## src/rtl/sock_bridge_pkg.sv

```systemverilog
// Package: shared types and default sizes for the socket bus bridge.
// Assumes the host strobes are active high and mutually exclusive between
// memory and I/O requests.
package sock_bridge_pkg;

    // Default geometry of the host and socket address buses
    localparam int HOST_AW_DEF = 24;
    localparam int SOCK_AW_DEF = 16;

    // Bundle of bus control strobes, active high inside the block
    typedef struct packed {
        logic mreq;
        logic iorq;
        logic rd;
        logic wr;
    } strb_t;

endpackage

```

## src/rtl/sbr_addr_latch.sv

```systemverilog
// Module: address latch and space decode.
// Captures the low address bits and the expansion-space bit on an accepted
// address strobe. A strobe that arrives while a cycle is in progress is
// dropped. Assumes the host holds the address stable during the strobe clock.
module sbr_addr_latch #(
    parameter int HOST_AW = 24,
    parameter int SOCK_AW = 16,
    parameter int SEL_BIT = HOST_AW - 1
) (
    input  logic               clk,
    input  logic               rst_n,
    input  logic               as_in,
    input  logic               busy,
    input  logic [HOST_AW-1:0] addr_in,
    output logic [SOCK_AW-1:0] addr_q,
    output logic               ext_space
);

    logic take;
    assign take = as_in & ~busy;

    // Latch the socket address and the steering bit on an accepted strobe
    always_ff @(posedge clk) begin
        if (!rst_n) begin
            addr_q    <= '0;
            ext_space <= 1'b0;
        end else if (take) begin
            addr_q    <= addr_in[SOCK_AW-1:0];
            ext_space <= addr_in[SEL_BIT];
        end
    end

    // Address bits that neither reach the socket nor steer the cycle
    generate
        if (SEL_BIT > SOCK_AW) begin : g_mid
            logic unused_mid;
            assign unused_mid = ^addr_in[SEL_BIT-1:SOCK_AW];
        end
        if (HOST_AW - 1 > SEL_BIT) begin : g_top
            logic unused_top;
            assign unused_top = ^addr_in[HOST_AW-1:SEL_BIT+1];
        end
    endgenerate

endmodule

```

## src/rtl/sbr_strobe_gate.sv

```systemverilog
// Module: strobe steering and cleanup.
// Registers the host strobes and sends them either to the socket or to the
// expansion memory select. I/O cycles always go to the socket. Socket
// outputs are active low and come from flops, so they cannot glitch.
module sbr_strobe_gate
    import sock_bridge_pkg::*;
(
    input  logic  clk,
    input  logic  rst_n,
    input  strb_t host_s,
    input  logic  ext_space,
    output strb_t sock_s_n,
    output logic  local_sel
);

    logic  mem_local;
    logic  to_sock;
    strb_t nxt_n;

    // Decide where the current host strobes belong
    always_comb begin
        mem_local  = host_s.mreq & ext_space;
        to_sock    = host_s.iorq | (host_s.mreq & ~ext_space);
        nxt_n.mreq = ~(host_s.mreq & ~ext_space);
        nxt_n.iorq = ~host_s.iorq;
        nxt_n.rd   = ~(host_s.rd & to_sock);
        nxt_n.wr   = ~(host_s.wr & to_sock);
    end

    // Register the cleaned socket strobes and the local select
    always_ff @(posedge clk) begin
        if (!rst_n) begin
            sock_s_n  <= '1;
            local_sel <= 1'b0;
        end else begin
            sock_s_n  <= nxt_n;
            local_sel <= mem_local;
        end
    end

endmodule

```

## src/rtl/sbr_wait_retime.sv

```systemverilog
// Module: WAIT retiming.
// Samples the socket WAIT only on the legacy sampling tick while a socket
// cycle is running. The sample is held for one socket period toward the host.
// Assumes sock_wait_n is settled at the tick edge, because external logic
// times it from the same socket clock.
module sbr_wait_retime (
    input  logic clk,
    input  logic rst_n,
    input  logic phase_tick,
    input  logic sock_act,
    input  logic sock_wait_n,
    output logic host_wait
);

    logic wait_q;

    // Take a new WAIT sample at each legacy sampling point
    always_ff @(posedge clk) begin
        if (!rst_n) begin
            wait_q <= 1'b0;
        end else if (phase_tick) begin
            wait_q <= sock_act & ~sock_wait_n;
        end
    end

    // Pass the held sample on only while the socket is being driven
    assign host_wait = wait_q & sock_act;

endmodule

```

## src/rtl/sock_bridge.sv

```systemverilog
// Module: top of the socket bus bridge.
// Joins the address latch, the strobe steering and the WAIT retiming.
// Assumes the host raises host_as only while its strobes are low, and raises
// its strobes one clock or more after the address strobe.
module sock_bridge
    import sock_bridge_pkg::*;
#(
    parameter int HOST_AW = HOST_AW_DEF,
    parameter int SOCK_AW = SOCK_AW_DEF
) (
    input  logic               clk,
    input  logic               rst_n,
    input  logic               phase_tick,
    input  logic [HOST_AW-1:0] host_addr,
    input  logic               host_as,
    input  logic               host_mreq,
    input  logic               host_iorq,
    input  logic               host_rd,
    input  logic               host_wr,
    output logic               host_wait,
    output logic [SOCK_AW-1:0] sock_addr,
    output logic               sock_mreq_n,
    output logic               sock_iorq_n,
    output logic               sock_rd_n,
    output logic               sock_wr_n,
    input  logic               sock_wait_n,
    output logic               local_sel
);

    localparam int SEL_BIT = HOST_AW - 1;

    strb_t host_s;
    strb_t sock_s_n;
    logic  ext_space;
    logic  sock_act;
    logic  busy;

    // Gather the host strobes into one bundle
    always_comb begin
        host_s.mreq = host_mreq;
        host_s.iorq = host_iorq;
        host_s.rd   = host_rd;
        host_s.wr   = host_wr;
    end

    // A socket cycle is running while either request strobe is low
    assign sock_act = ~sock_s_n.mreq | ~sock_s_n.iorq;
    assign busy     = sock_act | local_sel;

    sbr_addr_latch #(
        .HOST_AW (HOST_AW),
        .SOCK_AW (SOCK_AW),
        .SEL_BIT (SEL_BIT)
    ) u_latch (
        .clk       (clk),
        .rst_n     (rst_n),
        .as_in     (host_as),
        .busy      (busy),
        .addr_in   (host_addr),
        .addr_q    (sock_addr),
        .ext_space (ext_space)
    );

    sbr_strobe_gate u_gate (
        .clk       (clk),
        .rst_n     (rst_n),
        .host_s    (host_s),
        .ext_space (ext_space),
        .sock_s_n  (sock_s_n),
        .local_sel (local_sel)
    );

    sbr_wait_retime u_wait (
        .clk         (clk),
        .rst_n       (rst_n),
        .phase_tick  (phase_tick),
        .sock_act    (sock_act),
        .sock_wait_n (sock_wait_n),
        .host_wait   (host_wait)
    );

    // Drive the socket pins from the registered strobe bundle
    assign sock_mreq_n = sock_s_n.mreq;
    assign sock_iorq_n = sock_s_n.iorq;
    assign sock_rd_n   = sock_s_n.rd;
    assign sock_wr_n   = sock_s_n.wr;

endmodule

```

## config.mk

```make
export PLATFORM = sky130hd
export DESIGN_NAME = sock_bridge
export DESIGN_NICKNAME = d
export VERILOG_FILES = /design/src/rtl/sock_bridge_pkg.sv /design/src/rtl/sbr_addr_latch.sv /design/src/rtl/sbr_strobe_gate.sv /design/src/rtl/sbr_wait_retime.sv /design/src/rtl/sock_bridge.sv
export SDC_FILE = /design/constraint.sdc
export NUM_CORES = 1
export LEC_CHECK = 0
export ABC_AREA = 1
export CAP_MARGIN = 10
export CORE_MARGIN = 2
export CORE_UTILIZATION = 34
export DETAILED_ROUTE_END_ITERATION = 8
export PLACE_DENSITY_LB_ADDON = 0.25
export RECOVER_POWER = 50
export SYNTH_ARGS = -nofsm -noshare
export SYNTH_HDL_FRONTEND = slang
export SYNTH_SLANG_ARGS = --single-unit
```

## constraint.sdc

```tcl
create_clock -name clk -period 1.2 [get_ports clk]
set_clock_uncertainty 0.2 [all_clocks]
set_input_delay 0.18 -clock clk [delete_from_list [all_inputs] [get_ports clk]]
set_output_delay 0.18 -clock clk [all_outputs]
set_load 0.02 [all_outputs]
```

## Word level (Yosys, flattened, before mapping)

Index checks and enable logic that the tools add are counted.

- Register bits after elaboration: 23
- Input port bits: 33
- Word-level logic and storage cells: 27
- Output and inout port bits: 22

- Bitwise gates (word level): 19

Operators with widths:

| operator | number |
|---|---|
| $not A1 Y1 | 9 |
| $and A1 B1 Y1 | 7 |
| $or A1 B1 Y1 | 3 |

## Depth between registers and ports, before layout

- Depth after elaboration: 5
- Depth in mapped cells: 6
- Mapped depth without buffers: 5

## Modules after synthesis

A second synthesis with hierarchy kept.

- Cells, all modules: 140
- Area total of the unflattened synthesis: 959.7 um2

Modules (own cells, without submodules):

| module | seq. area each (um2) | area each (um2) | instances | cells an instance |
|---|---|---|---|---|
| sbr_addr_latch | 340.3 | 742.0 | 1 | 111 |
| sbr_strobe_gate | 100.1 | 152.6 | 1 | 18 |
| sbr_wait_retime | 20.0 | 52.6 | 1 | 8 |
| sock_bridge | 0.0 | 12.5 | 1 | 3 |

## Worst setup path before layout

OpenSTA, ideal clock, no wires.

- Kind: reg2out
- Start: register, netlist name u_gate.sock_s_n[3]
- End: output port host_wait
- Path slack: -195 ps
- Buffers on the path: 1
- Cell stages (with the launch flop): 5
- Arrival: 1,015 ps
- Data required time: 820 ps
- Cells stage by stage: dfxtp_1 -> nand2_4 -> inv_4 -> buf_6 -> nor2_1

- Longest elaborated chain between the ends: 3

Ends and longest elaborated chain:

| what | RTL line | RTL |
|---|---|---|
| $not A1 Y1 | sock_bridge.sv:47 | `assign sock_act = ~sock_s_n.mreq \| ~sock_s_n.iorq;` |
| $or A1 B1 Y1 | sock_bridge.sv:47 |  |
| $and A1 B1 Y1 | sbr_wait_retime.sv:27 | `assign host_wait = wait_q & sock_act;` |
| end: declaration | sock_bridge.sv:20 | `output logic host_wait,` |

No other way between the ends.

## Final worst setup path

- Start: register, netlist name u_gate.sock_s_n[3]
- End: output port host_wait

- Longest elaborated chain between the ends: 3

Ends and longest elaborated chain:

| what | RTL line |
|---|---|
| $not A1 Y1 | sock_bridge.sv:47 |
| $or A1 B1 Y1 | sock_bridge.sv:47 |
| $and A1 B1 Y1 | sbr_wait_retime.sv:27 |

No other way between the ends.

==> reports/qor.txt <==
M1 GR Usage -> 0.195
GRT Total Usage -> 0.159
Ant diodes -> 0
Commonest non-fill, non-tap cells in the layout -> nor2_1, clkdlybuf4s50_1, buf_6, nand2_1, dfxtp_2
Part of the power in registers -> 0.492
Sw Pwr -> 0.000530 W
Maximum root-to-sink buffer count -> 2
Routed WL -> 2500 µm
Initial cell density of the core -> 0.367
Slowest CP cell -> dfxtp_4
RSZ-0062 raised after global routing -> yes
Layout area overhead -> 66.7%
Row count -> 19
H-Tree Depth -> 1
Syn Area/Cell -> 7.57 µm²
DR vias/cell -> 4.40
Residual DRC -> 0
Crit start category -> flop
CORE AREA -> 0.00281 mm²
CP Buf/Inv Count -> 2
Slew Limit Headroom -> 0.841
Status -> complete, but fails checks
Pint -> 0.00124 W
Min Tclk post-route -> 1.36 ns
Leakage -> 0.792 nW
WP data arrival -> 0.98 ns
Max incr delay on CP -> 0.37 ns
HPWL Detailed -> 1750 µm
Most area-hungry cell type in the Yosys netlist -> dfxtp_1
Syn Inst Count -> 136
Failing checks -> setup timing
Tot Pwr -> 0.00177 W
Worst-margin pin slew -> 0.239 ns
Chip Width -> 59.0 µm
Switching Fraction -> 0.299
Crit share post-route -> 1.13
Max Fclk -> 736 MHz
Cell Area, Synth -> 0.00103 mm²
Hold crit path type -> primary input to flop
Max cap viols -> 0
DRT iter0 DRCs -> 28
Synth Register Bits -> 23
RePlAce Congestion -> 0.737
Net Count, Synth -> 169
Post-synthesis sequential area ratio -> 0.447
Die Area -> 0.00349 mm²
Wire per inst -> 11.0 µm
Gr busiest metal -> met2
Total congestion overflow -> 0
Met3 Usage GRT -> 0.0459
PD cells -> 1030 mW/mm²
# setup viols final -> 20
Comb pwr share -> 0.306
# nets final -> 230
DR vias -> 999
Share of layout cells above drive strength 1 -> 0.388
Pin count of the biggest net entering global routing -> 19
Syn. warnings -> 0
CTS tree -> done
Netlist cell types -> 18
Worst path top cell family by delay -> flip-flops
Final worst slack -> -0.159 ns
Top cells by area, synth -> dfxtp_1, nor2_1, nand3_2
Grt met2 use -> 0.275
Clock power frac -> 0.202
CP required -> 0.82 ns
Maximum vdd drop -> 0.784 mV
Clk_lat worst skew -> 0.30 ns
# IOs -> 55
Slew Limit Fails -> 0
Setup WS pre-CTS -> -0.310 ns
Input/output buffers -> 47
Kind of end point of the critical path -> output pin
Global-route wire length before repair -> 4190 µm
Total CTS buffers -> 3
Final hold violation count -> 0
Most common cell after layout, fill and taps aside -> nor2_1
Worst-path maximum fanout -> 2
WS Path Type -> flop to output pin
Hold buffers post-CTS -> 0
Die Y -> 59.0 µm
CTS Sinks -> 23
Yosys top cell area share -> 0.447
Clock Tree Root -> clkbuf_4
Clk pin slew, worst setup/hold paths -> 0.11 ns
DRT Pass-1 Iters -> 4
Initial antenna violation count -> 0
Number of global-route vias before repair -> 994
Post-route ant nets -> 0
CP cell instances -> nand2_4 > inv_4 > nor2_4 > buf_6
[cells by family after synthesis]
kind of cell / after synthesis / synth area share
buffers and inverters: 29 / 0.136
flip-flops: 23 / 0.447
AO/OA/AOI/OAI: 2 / 0.0121
AND/OR/NAND/NOR: 82 / 0.405
[layout make-up]
class / count / area (µm²)
multi-input cells: 86 / 464
fillers: 271 / 1090
inverters: 24 / 95.1
flip-flops and latches: 23 / 490
well taps: 31 / 38.8
clock buffers: 4 / 26.3
repair buffers: 59 / 602
[power by group through the flow]
| stage | Clock [W] | Sequential (W) | Combinational (W) |
|---|---|---|---|
| after floorplan | 0 | 0.000936 | 0.000199 |
| after global placement | 0 | 0.000868 | 0.000496 |
| after detailed placement | 0 | 0.000872 | 0.000500 |
| after CTS | 0.000382 | 0.000869 | 0.000516 |
| after global routing | 0.000406 | 0.000882 | 0.000591 |
| final | 0.000358 | 0.000873 | 0.000543 |
[stage by stage]
stage / instance area [µm²] / hold WS (ns) / instances / setup TNS (ns) / utilization
CTS: 1640 / 0.152 / 224 / -0.916 / 0.585
global placement: 1580 / 0.241 / 217 / -7.17 / 0.563
finish: 1720 / 0.168 / 227 / -0.835 / 0.612
detailed placement: 1580 / 0.238 / 217 / -7.59 / 0.563
global route: 1720 / 0.178 / 227 / -2.58 / 0.612
floorplan: 1050 / 0.0413 / 136 / 0 / -
[routing by layer]
layer	up-vias	wire length (µm)
met5	-	0
met4	0	0
met3	0	199
met2	42	1190
met1	435	1110
li1	522	-
[repair_timing]
| item | 4_1_cts | 5_1_grt |
|---|---|---|
| endpoints found under the hold margin | 0 | 0 |
| cloned | 2 | 0 |
| buffers inserted | 1 | 3 |
| endpoints found under the setup margin | 40 | 39 |
| gates resized for setup | 136 | 16 |
| pin swaps | 7 | 0 |
[path summary, 6_finish.rpt]
| path | from | to | slack (ns) | cells after the start |
|---|---|---|---|---|
| hold reg to reg | u_latch.ext_space$_SDFFE_PN0P_ | u_gate.local_sel$_SDFF_PN0_ | 0.25 | 2 |
| hold / removal | host_rd | u_gate.sock_s_n[1]$_SDFF_PN1_ | 0.17 | 2 |
| setup reg to reg | u_gate.sock_s_n[3]$_SDFF_PN1_ | u_latch.addr_q[1]$_SDFFE_PN0P_ | -0.06 | 6 |
| setup / recovery | u_gate.sock_s_n[3]$_SDFF_PN1_ | host_wait | -0.16 | 4 |
[flip-flops by register name, indices dropped and copies added (netlist names)]
| register | count |
|---|---|
| u_gate.sock_s_n | 4 |
| u_latch.ext_space | 1 |
| u_wait.wait_q | 1 |
| u_gate.local_sel | 1 |
| u_latch.addr_q | 16 |
[Yosys cell counts, drive strengths merged]
cell	instances
buf	5
inv	13
nand2	22
o21ai	1
dfxtp	23
clkinv	11
a21o	1
nand3	20
nor2	40
[worst register-to-register path, stage by stage (launching register included)]
cell     delay (ns)
dfxtp_4        0.38
nand2_4        0.06
inv_4          0.06
buf_4          0.25
nand3_1        0.13
nand2_1        0.08
nor2_1         0.04
(Power assumes the default switching activity.)
